## config.mk

```make
export PLATFORM = sky130hd
export DESIGN_NAME = hce_ctrl_top
export DESIGN_NICKNAME = d
export VERILOG_FILES = /design/src/rtl/hce_pkg.sv /design/src/rtl/hce_cmd_decode.sv /design/src/rtl/hce_field_reg.sv /design/src/rtl/hce_status_ctrl.sv /design/src/rtl/hce_ctrl_top.sv
export SDC_FILE = /design/constraint.sdc
export NUM_CORES = 1
export LEC_CHECK = 0
export ABC_AREA = 1
export BUFFER_PORTS_ARGS = -buffer_cell sky130_fd_sc_hd__buf_4
export CAP_MARGIN = 40
export CORE_UTILIZATION = 45
export DETAILED_ROUTE_END_ITERATION = 8
export PLACE_DENSITY = 0.71
export REMOVE_ABC_BUFFERS = 1
export SLEW_MARGIN = 40
export SYNTH_ARGS = -nofsm -noshare
export SYNTH_HDL_FRONTEND = slang
export SYNTH_SLANG_ARGS = --single-unit
export TNS_END_PERCENT = 100
```

## constraint.sdc

```tcl
create_clock -name clk -period 2.3 [get_ports clk]
set_clock_uncertainty 0.1 [all_clocks]
set_input_delay 0.115 -clock clk [delete_from_list [all_inputs] [get_ports clk]]
set_output_delay 0.115 -clock clk [all_outputs]
set_load 0.005 [all_outputs]
```

## src/rtl/hce_pkg.sv

```systemverilog
package hce_pkg;

    localparam int unsigned DATA_W = 32;

    // word indices of the mapped registers (byte offset / 4)
    localparam int unsigned IDX_STATUS = 7;
    localparam int unsigned IDX_SRC    = 8;
    localparam int unsigned IDX_DST    = 9;
    localparam int unsigned IDX_LEN    = 11;
    localparam int unsigned IDX_CMD    = 12;

    localparam logic [DATA_W-1:0] MASK_SRC = 32'h7FFF_FFFF;
    localparam logic [DATA_W-1:0] MASK_DST = 32'h7FFF_FFF8;
    localparam logic [DATA_W-1:0] MASK_LEN = 32'h0FFF_FFFF;
    localparam logic [DATA_W-1:0] MASK_CMD = 32'h0014_7FFF;

    localparam int unsigned CMD_IE_BIT  = 9;
    localparam int unsigned CMD_SG_BIT  = 18;
    localparam int unsigned ST_DONE_BIT = 9;
    localparam int unsigned ST_BUSY_BIT = 0;

    typedef enum logic [2:0] {
        ALG_MD5        = 3'd0,
        ALG_SHA1       = 3'd1,
        ALG_SHA224     = 3'd2,
        ALG_SHA256     = 3'd3,
        ALG_SHA512     = 3'd4,
        ALG_SHA384     = 3'd5,
        ALG_SHA512_256 = 3'd6,
        ALG_SHA512_224 = 3'd7
    } hce_algo_e;

    typedef struct packed {
        logic      busy;
        logic      done;
        logic      irq;
        logic      start;
        hce_algo_e algo;
        logic      sg;
        logic      ie;
    } hce_ctl_t;

endpackage

```

## src/rtl/hce_cmd_decode.sv

```systemverilog
module hce_cmd_decode
    import hce_pkg::*;
(
    input  logic [2:0] fam,
    input  logic [2:0] sub,
    output logic       valid,
    output hce_algo_e  algo
);

    always_comb begin
        valid = 1'b0;
        algo  = ALG_MD5;
        unique case (fam)
            3'b000: begin valid = (sub == 3'b000); algo = ALG_MD5;    end
            3'b010: begin valid = (sub == 3'b000); algo = ALG_SHA1;   end
            3'b100: begin valid = (sub == 3'b000); algo = ALG_SHA224; end
            3'b101: begin valid = (sub == 3'b000); algo = ALG_SHA256; end
            3'b110: begin
                unique case (sub)
                    3'b000: begin valid = 1'b1; algo = ALG_SHA512;     end
                    3'b001: begin valid = 1'b1; algo = ALG_SHA384;     end
                    3'b010: begin valid = 1'b1; algo = ALG_SHA512_256; end
                    3'b011: begin valid = 1'b1; algo = ALG_SHA512_224; end
                    default: begin valid = 1'b0; algo = ALG_MD5;       end
                endcase
            end
            default: begin valid = 1'b0; algo = ALG_MD5; end
        endcase
    end

endmodule

```

## src/rtl/hce_field_reg.sv

```systemverilog
module hce_field_reg #(
    parameter int unsigned          W    = 32,
    parameter logic [W-1:0]         MASK = '1
) (
    input  logic         clk,
    input  logic         rst_n,
    input  logic         we,
    input  logic [W-1:0] wdata,
    output logic [W-1:0] q
);

    logic [W-1:0] val_d, val_q;

    always_comb begin
        val_d = val_q;
        if (we) begin
            val_d = wdata & MASK;
        end
    end

    always_ff @(posedge clk) begin
        if (!rst_n) begin
            val_q <= '0;
        end else begin
            val_q <= val_d;
        end
    end

    assign q = val_q;

endmodule

```

## src/rtl/hce_status_ctrl.sv

```systemverilog
module hce_status_ctrl
    import hce_pkg::*;
(
    input  logic      clk,
    input  logic      rst_n,
    input  logic      launch,
    input  hce_algo_e launch_algo,
    input  logic      launch_sg,
    input  logic      launch_ie,
    input  logic      eng_done,
    input  logic      clr_done,
    output logic      busy,
    output logic      done,
    output logic      irq,
    output logic      start,
    output hce_algo_e algo,
    output logic      sg
);

    hce_ctl_t ctl_d, ctl_q;
    logic     finish;

    assign finish = eng_done && ctl_q.busy;

    always_comb begin
        ctl_d       = ctl_q;
        ctl_d.start = 1'b0;

        if (launch && !ctl_q.busy) begin
            ctl_d.busy  = 1'b1;
            ctl_d.start = 1'b1;
            ctl_d.algo  = launch_algo;
            ctl_d.sg    = launch_sg;
            ctl_d.ie    = launch_ie;
        end

        // software clear first, so a completion in the same cycle wins
        if (clr_done) begin
            ctl_d.done = 1'b0;
            ctl_d.irq  = 1'b0;
        end

        if (finish) begin
            ctl_d.busy = 1'b0;
            ctl_d.done = 1'b1;
            if (ctl_q.ie) begin
                ctl_d.irq = 1'b1;
            end
        end
    end

    always_ff @(posedge clk) begin
        if (!rst_n) begin
            ctl_q <= '0;
        end else begin
            ctl_q <= ctl_d;
        end
    end

    assign busy  = ctl_q.busy;
    assign done  = ctl_q.done;
    assign irq   = ctl_q.irq;
    assign start = ctl_q.start;
    assign algo  = ctl_q.algo;
    assign sg    = ctl_q.sg;

endmodule

```

## src/rtl/hce_ctrl_top.sv

```systemverilog
module hce_ctrl_top
    import hce_pkg::*;
#(
    parameter int unsigned ADDR_W    = 12,
    parameter int unsigned REG_WORDS = 16
) (
    input  logic              clk,
    input  logic              rst_n,
    input  logic              bus_valid,
    input  logic              bus_write,
    input  logic [ADDR_W-1:0] bus_addr,
    input  logic [31:0]       bus_wdata,
    output logic [31:0]       bus_rdata,
    output logic              eng_start,
    output logic [2:0]        eng_algo,
    output logic              eng_sg,
    output logic [31:0]       eng_src,
    output logic [31:0]       eng_dst,
    output logic [31:0]       eng_len,
    input  logic              eng_done,
    output logic              irq
);

    localparam int unsigned IDX_W  = ADDR_W - 2;
    localparam int unsigned N_REGS = 4;
    localparam int unsigned REG_IDX  [N_REGS] = '{IDX_SRC, IDX_DST, IDX_LEN, IDX_CMD};
    localparam logic [31:0] REG_MASK [N_REGS] = '{MASK_SRC, MASK_DST, MASK_LEN, MASK_CMD};
    localparam int unsigned SLOT_CMD = 3;

    logic [IDX_W-1:0] word_idx;
    logic             in_range;
    logic             hit_status;
    logic [N_REGS-1:0] reg_hit;
    logic [N_REGS-1:0] reg_we;
    logic [31:0]      reg_q [N_REGS];

    logic             st_busy, st_done, st_sg;
    hce_algo_e        st_algo;
    logic             dec_valid;
    hce_algo_e        dec_algo;
    logic             launch;
    logic             clr_done;
    logic [31:0]      cmd_masked;

    logic [31:0]      rdata_d, rdata_q;
    logic [31:0]      rd_val;

    assign word_idx   = bus_addr[ADDR_W-1:2];
    assign in_range   = (bus_addr[1:0] == 2'b00) && (int'(word_idx) < REG_WORDS);
    assign hit_status = in_range && (int'(word_idx) == IDX_STATUS);

    generate
        for (genvar i = 0; i < N_REGS; i++) begin : g_reg
            assign reg_hit[i] = in_range && (int'(word_idx) == REG_IDX[i]);
            if (i == SLOT_CMD) begin : g_cmd_we
                assign reg_we[i] = bus_valid && bus_write && reg_hit[i] && !st_busy;
            end else begin : g_plain_we
                assign reg_we[i] = bus_valid && bus_write && reg_hit[i];
            end
            hce_field_reg #(
                .W    (32),
                .MASK (REG_MASK[i])
            ) u_reg (
                .clk   (clk),
                .rst_n (rst_n),
                .we    (reg_we[i]),
                .wdata (bus_wdata),
                .q     (reg_q[i])
            );
        end
    endgenerate

    assign cmd_masked = bus_wdata & MASK_CMD;

    hce_cmd_decode u_dec (
        .fam   (cmd_masked[6:4]),
        .sub   (cmd_masked[12:10]),
        .valid (dec_valid),
        .algo  (dec_algo)
    );

    assign launch   = reg_we[SLOT_CMD] && dec_valid;
    assign clr_done = bus_valid && bus_write && hit_status && bus_wdata[ST_DONE_BIT];

    hce_status_ctrl u_stat (
        .clk         (clk),
        .rst_n       (rst_n),
        .launch      (launch),
        .launch_algo (dec_algo),
        .launch_sg   (cmd_masked[CMD_SG_BIT]),
        .launch_ie   (cmd_masked[CMD_IE_BIT]),
        .eng_done    (eng_done),
        .clr_done    (clr_done),
        .busy        (st_busy),
        .done        (st_done),
        .irq         (irq),
        .start       (eng_start),
        .algo        (st_algo),
        .sg          (st_sg)
    );

    always_comb begin
        rd_val = '0;
        if (hit_status) begin
            rd_val[ST_DONE_BIT] = st_done;
            rd_val[ST_BUSY_BIT] = st_busy;
        end
        for (int i = 0; i < N_REGS; i++) begin
            if (reg_hit[i]) begin
                rd_val = reg_q[i];
            end
        end
    end

    always_comb begin
        rdata_d = rdata_q;
        if (bus_valid && !bus_write) begin
            rdata_d = rd_val;
        end
    end

    always_ff @(posedge clk) begin
        if (!rst_n) begin
            rdata_q <= '0;
        end else begin
            rdata_q <= rdata_d;
        end
    end

    assign bus_rdata = rdata_q;
    assign eng_algo  = st_algo;
    assign eng_sg    = st_sg;
    assign eng_src   = reg_q[0];
    assign eng_dst   = reg_q[1];
    assign eng_len   = reg_q[2];

endmodule

```

==> reports/results.ini <==
[clocking]
clockBufferDepth=2
path_clk_slew_ns=0.05
cts_tree=built
numCtsBuffers=17
h-tree-depth=4
worst_skew_pair.late_latency_ns=0.42
root_buffer=clkbuf_16
clock-sinks=144

[synthesis]
synthCells=825
synth_warnings=0
yosysTopAreaCellShare=0.4624
synth_seq_cells=144
synth_largest_area_cell=dfxtp_1
synth.avg_cell_area_sq_um=7.557
seq_area_frac_synth=0.4624
synthTopCellsByArea=dfxtp_1, a21oi_1, inv_1, o21ai_0, nand2_1
synth.distinct_cells=31
netlist_area_sq_um=6235

[drt]
wl_per_cell_microns=15.57
drt-initial-drc-count=447
routed-via-count=6060
ant_nets=0
dr_wl_met3_microns=1135
met2_length_microns=8925
routed_wl_microns=18500
first_pass_iters=5
top_layer_used=met4
drcViolationCount=0
wl_met1_microns=8149
vias_per_cell=5.101

[worst_setup_path]
critical_path.slowest_cell=dlygate4sd3_1
crit_top_cell=nand2_1
cp-end-kind=register
arrival_ns=1.84
path_class=in -> reg
start_kind=input port
crit_chain=buf_4 -> nor2_1 -> nand2_1 -> nor2_4 -> buf_4 -> nand2_1 -> nor2_1 -> nand3_1 -> nand2_1 -> a21oi_1 -> dlygate4sd3_1
cpPeakStageDelay_ns=0.58
worstPathMaxFanout=9
critPathRequiredTime_ns=2.51

[flow_run]
drv_cap=0

[sta]
slew_headroom=0.5113
final.min_clock_period_ns=1.637
drv_slew=0
rsz0062_at_grt=false
fmax_ghz=0.6108
final.period_utilization=0.7118
fin_setup_tns_ns=0
report.final.setup_viol=0
worst_pin_slew_ns=0.7324
finalHoldViolCount=0

[placed_design]
io_buffers=171
post-dp-hpwl_microns=11360
place_area_sq_um=7555
place.gp.congestion=0.7688

[power_and_ir_drop]
power.density_nw_per_um2=617.9
leakagePower_uw=0.003408
peakVddDrop_v=0.0004472

[layout]
design_area_sq_um=8377
num_antenna_cells=0
drive_above_1_share=0.2372
synthToLayoutAreaGrowth_pct=34.36
nets=1054

[grt]
overflow=0
grt_pass1_vias=5428
antenna_found_initial=0
grt_first_pass_wirelength_microns=28510
grt_max_degree=108
grt_use_total=0.2608

[floorplanning]
core_sq_um=13400
fp.dieH_microns=119.7
die-area_sq_um=14330
die_w_microns=119.7
start_util=0.4653
ios=183
rows=42

[hold_path]
hold_class=in -> reg

[outcome]
outcome=finished, final reports clean

## cells in the mapped netlist
| cell | number |
|---|---|
| nor2_2 | 3 |
| buf_4 | 13 |
| conb_1 | 1 |
| nand3_1 | 53 |
| a211oi_1 | 1 |
| inv_2 | 6 |
| o21bai_1 | 2 |
| dfxtp_1 | 144 |
| clkbuf_1 | 22 |
| clkinv_1 | 1 |
| buf_1 | 1 |
| o22ai_1 | 3 |
| nand2_2 | 1 |
| nand3_4 | 1 |
| inv_1 | 126 |
| nand3b_1 | 1 |
| o211ai_2 | 10 |
| buf_6 | 8 |
| clkinv_2 | 1 |
| o211ai_1 | 14 |
| nor3_2 | 1 |
| buf_2 | 25 |
| a211oi_2 | 1 |
| nor2_1 | 22 |
| o21ai_0 | 75 |
| nand2_4 | 3 |
| o21ai_1 | 44 |
| nor3_1 | 16 |
| nand2_1 | 72 |
| nand4_1 | 2 |
| a21oi_1 | 152 |
## per-layer routing
metal	global-route usage	vias up
met5	0	-
met4	0.09766	0
met3	0.06036	23
met2	0.4386	198
met1	0.3237	2773
li1	-	3066
## through the flow
stage | worst slack, ns | instances | total power [uW] | util | hold WS (ns)
finish | 0.6628 | 1188 | 5176 | 0.6251 | 0.06512
global route | 0.4517 | 1188 | 5346 | 0.6251 | 0.1207
CTS | 0.6681 | 1188 | 5197 | 0.6251 | 0.06050
detailed placement | 0.2764 | 1129 | 2802 | 0.5638 | 0.3020
global placement | 0.2841 | 1129 | 2798 | 0.5634 | 0.2902
floorplan | -1.525 | 765 | 2644 | - | 0.1408
## critical path: cells and delay by family
family,cells,cell delay [ns]
AO/OA/AOI/OAI,1,0.05
AND/OR/NAND/NOR,7,0.78
buffers and inverters,3,0.91
## final timing paths
check	from	endpoint	slack, ns	cells past startpoint
setup / recovery	bus_addr[9]	u_stat.irq	0.66	11
hold / removal	bus_write	u_stat.algo[2]	0.07	5
setup reg to reg	u_stat.busy	g_reg[3].u_reg.q[1]	0.95	5
hold reg to reg	g_reg[3].u_reg.q[0]	g_reg[3].u_reg.q[0]	0.35	2
## report_power, final
| part | internal (uW) | total [uW] | switching (uW) |
|---|---|---|---|
| Sequential | 2500 | 2500 | 0.602 |
| Combinational | 130 | 298 | 168 |
| Clock | 1420 | 2380 | 959 |
## sequential cells by signal, summed over array words and instances (netlist names)
name / count
u_stat.algo: 3
u_stat.irq: 1
u_stat.done: 1
g.u_reg.q: 104
u_stat.start: 1
u_stat.sg: 1
u_stat.ctl_q: 1
bus_rdata: 31
u_stat.busy: 1
## layout make-up
type,instances,area (sq um)
fillers,1260,5024
flip-flops and latches,144,2883
multi-input cells,487,2511
repair buffers,221,1767
inverters,134,504.2
clock buffers,24,481.7
well taps,176,220.2
clock inverters,2,10.01
## timing repair
item	4_1_cts	5_1_grt
endpoints found under the hold margin	111	0
hold buffers	33	0
gates resized for setup	0	0
endpoints found under the setup margin	0	0
buffers inserted	0	0
## cells by family (layout without fill, tap and decap cells)
family | count (synthesis) | in the layout | synth area share
flops | 144 | 144 | 0.4624
buf+inv | 203 | 381 | 0.1449
compound gates | 302 | 302 | 0.2631
simple gates | 175 | 175 | 0.1290
other cells | 1 | 10 | 0.0006015
## cells in the final DEF (no fill, tap or decap)
| cell | Yosys | layout |
|---|---|---|
| buf_4 | 13 | 186 |
| a21oi_1 | 152 | 152 |
| dfxtp_1 | 144 | 144 |
| inv_1 | 126 | 126 |
| o21ai_0 | 75 | 75 |
| nand2_1 | 72 | 71 |
| nand3_1 | 53 | 51 |
| o21ai_1 | 44 | 44 |
| dlygate4sd3_1 | 0 | 33 |
| nor2_1 | 22 | 22 |
| clkbuf_16 | 0 | 17 |
| nor3_1 | 16 | 16 |
| o211ai_1 | 14 | 14 |
| o211ai_2 | 10 | 10 |
| conb_1 | 1 | 10 |
| inv_2 | 6 | 6 |
| clkbuf_1 | 22 | 4 |
| nand2_4 | 3 | 3 |
| clkinv_2 | 1 | 3 |
| o22ai_1 | 3 | 3 |
| clkbuf_8 | 0 | 3 |
| nor2_4 | 0 | 2 |
| nand2_2 | 1 | 2 |
| nand3_2 | 0 | 2 |
| nand4_1 | 2 | 2 |
| o21bai_1 | 2 | 2 |
| buf_12 | 0 | 2 |
| nor3_4 | 0 | 1 |
| a211oi_1 | 1 | 1 |
| a211oi_2 | 1 | 1 |
| nand3_4 | 1 | 1 |
| clkinv_1 | 1 | 1 |
| nor2_2 | 3 | 1 |
| nand3b_1 | 1 | 1 |
(Power assumes the default switching activity.)
